## config.mk

```make
export PLATFORM = sky130hd
export DESIGN_NAME = badline_fetch_seq
export DESIGN_NICKNAME = d
export VERILOG_FILES = /design/src/rtl/badline_fetch_seq.sv
export SDC_FILE = /design/constraint.sdc
export NUM_CORES = 1
export LEC_CHECK = 0
export BUFFER_PORTS_ARGS = -buffer_cell sky130_fd_sc_hd__buf_2
export CORE_ASPECT_RATIO = 1.25
export CORE_MARGIN = 3
export CORE_UTILIZATION = 45
export DETAILED_ROUTE_END_ITERATION = 6
export GPL_TIMING_DRIVEN = 1
export PLACE_DENSITY_LB_ADDON = 0.25
export SYNTH_ARGS = -nofsm -noshare
export SYNTH_HDL_FRONTEND = slang
export SYNTH_SLANG_ARGS = --single-unit
```

## constraint.sdc

```tcl
create_clock -name clk -period 2.6 [get_ports clk]
set_clock_uncertainty 0.2 [all_clocks]
set_input_delay 0.13 -clock clk [delete_from_list [all_inputs] [get_ports clk]]
set_output_delay 0.13 -clock clk [all_outputs]
set_load 0.05 [all_outputs]
```

## src/rtl/badline_fetch_seq.sv

```systemverilog
module badline_fetch_seq #(
  parameter int ADDR_W = 16,
  parameter int NCOL   = 40,
  parameter int CNT_W  = 10,
  parameter int PTR_W  = 8,
  parameter int COL_W  = 4
) (
  input  logic                       clk,
  input  logic                       rst,
  input  logic                       cyc_stb,
  input  logic                       phi2,
  input  logic                       bad_line,
  input  logic [COL_W-1:0]           cpu_bus_lo,
  input  logic [ADDR_W-1:0]          vm_base,
  output logic [ADDR_W-1:0]          mem_addr,
  output logic                       mem_en,
  output logic                       rom_sel,
  input  logic [PTR_W-1:0]           mem_data,
  input  logic [COL_W-1:0]           col_data,
  output logic                       ba,
  output logic                       aec,
  input  logic [$clog2(NCOL)-1:0]    rd_idx,
  output logic [PTR_W+COL_W-1:0]     rd_entry
);
  localparam int IDX_W   = $clog2(NCOL);
  localparam int ENT_W   = PTR_W + COL_W;
  localparam int STALL_N = 3;

  typedef enum logic [1:0] {S_IDLE, S_STALL, S_FETCH, S_REL} st_t;

  st_t              st_q;
  logic [CNT_W-1:0] col_q;
  logic [COL_W-1:0] nib_q;
  logic [ENT_W-1:0] buf_q [NCOL];

  logic             wr_en;
  logic [ENT_W-1:0] wr_data;

  assign ba       = (st_q == S_IDLE) || (st_q == S_REL);
  assign aec      = (st_q == S_IDLE || st_q == S_STALL) ? phi2 : 1'b0;
  assign mem_en   = (st_q == S_FETCH);
  assign mem_addr = vm_base + ADDR_W'(col_q);
  assign rom_sel  = (mem_addr[ADDR_W-2:ADDR_W-4] == 3'b001);
  assign wr_en    = cyc_stb && (st_q == S_STALL || st_q == S_FETCH);
  assign wr_data  = (st_q == S_STALL) ? {nib_q, {PTR_W{1'b1}}} : {col_data, mem_data};
  assign rd_entry = (int'(rd_idx) < NCOL) ? buf_q[rd_idx] : '0;

  always_ff @(posedge clk) begin
    if (rst) begin
      st_q  <= S_IDLE;
      col_q <= '0;
      nib_q <= '0;
      for (int i = 0; i < NCOL; i++) buf_q[i] <= '0;
    end else begin
      if (wr_en) buf_q[col_q[IDX_W-1:0]] <= wr_data;
      if (cyc_stb) begin
        case (st_q)
          S_IDLE: if (bad_line) begin
            st_q  <= S_STALL;
            col_q <= '0;
            nib_q <= cpu_bus_lo;
          end
          S_STALL: begin
            col_q <= col_q + 1'b1;
            if (col_q == CNT_W'(STALL_N - 1)) st_q <= S_FETCH;
          end
          S_FETCH: begin
            if (col_q == CNT_W'(NCOL - 1)) begin
              st_q  <= S_REL;
              col_q <= '0;
            end else begin
              col_q <= col_q + 1'b1;
            end
          end
          default: st_q <= S_IDLE;
        endcase
      end
    end
  end


  ba_fall_chk: assert property (@(posedge clk) disable iff (rst)
    (ba && !mem_en && !$stable(1'b0) || (cyc_stb && bad_line && ba && aec == phi2 && st_q == S_IDLE)) |=> !ba);

  stall_aec_chk: assert property (@(posedge clk) disable iff (rst)
    $fell(ba) |-> (aec == phi2));

  fetch_bus_chk: assert property (@(posedge clk) disable iff (rst)
    mem_en |-> (!ba && !aec));

  release_chk: assert property (@(posedge clk) disable iff (rst)
    $rose(ba) |-> !aec);

  hold_chk: assert property (@(posedge clk) disable iff (rst)
    (!cyc_stb && !ba) |=> !ba);
endmodule

```

==> flow_summary_export.csv <==
group,metric,value,unit
run_status,status,"finished, violations left",
run_status,violations,"negative setup slack",
worst_hold_path,holdPathEnd,"col_q[8]",
sta,rsz0062_at_grt,"yes",
setup_path,endpoint_kind,"output port",
logic_synthesis,syn_area,22400,um^2
setup_path,critical_path_class,"flip-flop to output port",
grt,overflow,0,
grt,grt_pass1_vias,14600,
power,p_per_area,654,nW/um^2
sta,finalHoldViolCount,0,
power,total_power,18.0,mW
detailed_routing,ant_nets,0,
logic_synthesis,synth_top_cell_by_area,"edfxtp_1",
logic_synthesis,synthTopCellsByArea,"edfxtp_1 64%, mux4_2 12%, nor2_1 8.9%",
power,p_leak,10.4,nW
placed_design,hpwl,36800,um
sta,slew_headroom,34.1,%
clock_network,cts_tree,"yes",
clock_network,cts_made_buffers,47,
placed_design,gp_congestion,0.877,
power,power_frac_comb,11.9,%
power,power.share.clock,37.3,%
logic_synthesis,synthArstFlopShare,0,%
sta,min_period,3.00,ns
setup_path,startpoint_type,"flip-flop",
run,cap_violations,0,
setup_path,ff2ff_path_depth,10,
power,p_int,13.7,mW
die,row_count,90,
detailed_routing,drtIter0Drc,993,
logic_synthesis,dominantRegCellSynth,"edfxtp_1",
clock_network,clock_path_buffers,3,
detailed_routing,via_per_inst,5.54,
grt,grt_pass1_wl,86100,um
worst_hold_path,min_path_cells,2,
setup_path,path_max_fanout,2,
setup_path,r2r_end,"buf_q[24][8]",
sta,maxSlewViolCount,0,
detailed_routing,wl_per_cell,22.5,um
clock_network,clk_pin_slew,0.06,ns
worst_hold_path,min_path_type,"flip-flop to flip-flop",
die,core_area,48800,um^2
clock_network,clock_latency,0.57,ns
grt,antenna_found_initial,1,
cells_and_area,diodes,0,
die,fp.dieW,206,um
grt,grt_max_degree,50,
cells_and_area,fillCellCount,3807,
detailed_routing,firstDrtPassIters,4,
sta,setup_ws,-0.403,ns
sta,timing.hold.ws,0.323,ns
setup_path,r2r_start,"st_q[1]",
power,power.share.switching,23.9,%
cells_and_area,fin_util,56.3,%
die,ios,75,
clock_network,htreeDepth,2,
logic_synthesis,synth-edff-count,480,
logic_synthesis,seq_area_frac_synth,65.8,%
cells_and_area,drive_gt1_share,30.1,%
logic_synthesis,netlist.area_leader.share,64.4,%
clock_network,clk_root_buffer_cell,"clkbuf_16",
power,ir_worst_vdd,465,uV
power,pwr-share-seq,50.8,%
cells_and_area,nNetsFinal,1867,
setup_path,critPathArrivalTime,2.67,ns
logic_synthesis,syn_area_per_cell,13.9,um^2
die,start_util,45.9,%
die,die_h,255,um
sta,max_freq,333,MHz
worst_hold_path,hold_start,"col_q[8]",
detailed_routing,drc,0,
logic_synthesis,synth_nets,1670,
logic_synthesis,synth-seq-cells,496,
sta,fin_crit_sh,116,%
grt,grt_usage,21.4,%
sta,max_slew.worst_pin.slew,0.989,ns
clock_network,clock_sinks,496,
cells_and_area,area_delta_synth_final,22.6,%
die,die-area,52500,um^2
power,p_sw,4.30,mW
detailed_routing,routed_wl,55900,um
detailed_routing,num_vias,13800,
logic_synthesis,synthCells,1610,
logic_synthesis,synth.distinct_cells,48,
sta,setup_viol,23,
logic_synthesis,yosys_warnings,0,
placed_design,io_buffers,74,
setup_path,reg2reg_slack,0.17,ns
setup_path,critPathRequiredTime,2.27,ns
per-layer routing:
metal / share of wire (%) / track usage (%) / up-vias
li1: - / - / 6245
met1: 40 / 28.7 / 6939
met2: 50 / 35.5 / 489
met3: 6.1 / 3.12 / 97
met4: 3.9 / 8.32 / 2
met5: 0.023 / 0 / -
placed cells by master, fill, tap and decap left out, drive strengths merged, types with 12 or more instances in the layout:
| master | Yosys | final |
|---|---|---|
| buf | 31 | 265 |
| nand2 | 52 | 52 |
| clkinv | 0 | 22 |
| nand3 | 14 | 14 |
| a21oi | 13 | 13 |
| nor2 | 528 | 528 |
| nand2b | 46 | 46 |
| dfxtp | 16 | 16 |
| mux2i | 67 | 67 |
| inv | 12 | 15 |
| clkbuf | 110 | 57 |
| ha | 16 | 16 |
| mux4 | 120 | 120 |
| o22ai | 12 | 12 |
| edfxtp | 480 | 480 |
| dlygate4sd3 | 0 | 23 |
power groups by stage:
stage / Clock [mW] / Combinational, mW / Sequential (mW)
6_report: 6.71 / 2.14 / 9.12
5_1_grt: 7.12 / 2.24 / 9.14
4_1_cts: 6.81 / 2.10 / 9.12
3_5_place_dp: 0 / 1.92 / 9.29
3_3_place_gp: 0 / 1.90 / 9.27
2_1_floorplan: 0 / 1.11 / 9.24
metrics by stage:
step	TNS [ns]	std cells	worst slack, ns	cell area [um^2]
after detailed placement	-0.0268	2366	-0.0268	24900
after global placement	-0.0136	2366	-0.0136	24900
after floorplan	-0.0609	1610	-0.0609	22400
after global routing	-4.94	2488	-0.487	27500
final	-3.30	2488	-0.403	27500
after CTS	-3.76	2483	-0.447	27200
area by class of cell:
type	instances	area, um^2	area share [%]
Clock buffer	56	1230	4.48
Clock inverter	30	259	0.943
Inverter	12	45.0	0.164
Multi-Input combinational cell	961	7750	28.2
Sequential cell	496	14700	53.7
Tap cell	644	806	2.93
Timing Repair Buffer	289	2620	9.53
state kept, by name, indices dropped and copies added, names as in the netlist:
name / cells
buf_q: 480
col_q: 10
nib_q: 4
st_q: 2
cells by family after synthesis:
| family | Yosys count | synth area share, % |
|---|---|---|
| and+or+nand+nor | 665 | 12.1 |
| DFF | 496 | 65.8 |
| muxes | 188 | 15.1 |
| buffers and inverters | 153 | 2.84 |
| AOI/OAI and AO/OA | 71 | 2.35 |
| xor gates and xnor gates | 20 | 0.782 |
| adders and majority gates | 17 | 0.983 |
synth_stat cells, types with 2 or more instances:
master,n
or2_2,2
o31a_1,11
o21bai_1,3
and3_1,3
nor3b_2,3
o21ai_0,6
o22ai_1,12
buf_1,2
a21oi_2,2
mux4_2,120
xor2_1,9
dfxtp_1,16
a21oi_1,11
a21o_1,3
nor3_1,5
mux2i_1,67
ha_1,16
clkbuf_1,110
nand2_1,52
or3_1,2
buf_4,10
o221ai_1,11
and2_1,2
nand2b_1,46
nor4_1,2
inv_1,12
a31oi_1,3
nor2_1,528
buf_2,19
o211ai_1,2
nand3_1,14
edfxtp_1,480
xnor2_1,11
worst max-delay path: stages, from the launching register on:
cell and delay (ns):
dfxtp_2 0.33, ha_4 0.16, inv_2 0.05, fa_2 0.21, nand2b_4 0.15, a21oi_4 0.06
o21ai_2 0.17, nand3_2 0.11, or4b_4 0.51, a31oi_4 0.18, buf_6 0.18
timing repair:
action                     in CTS  in global routing
hold buffers                   23                  0
gates resized for setup       117                 40
setup endpoints to repair      24                 31
setup buffers                   8                  6
pin swaps                      26                 23
hold endpoints to repair      487                  0
how the worst max path moves through the flow:
stage                   from  endpoint  slack, ns  depth (start not counted)
finish              col_q[0]   rom_sel      -0.40                         10
global route        col_q[0]   rom_sel      -0.49                         10
CTS                 col_q[0]   rom_sel      -0.45                         10
detailed placement  col_q[0]   rom_sel      -0.03                         11
global placement    col_q[0]   rom_sel      -0.01                         10
floorplan           col_q[0]   rom_sel      -0.06                          9
(Power assumes the default switching activity.)
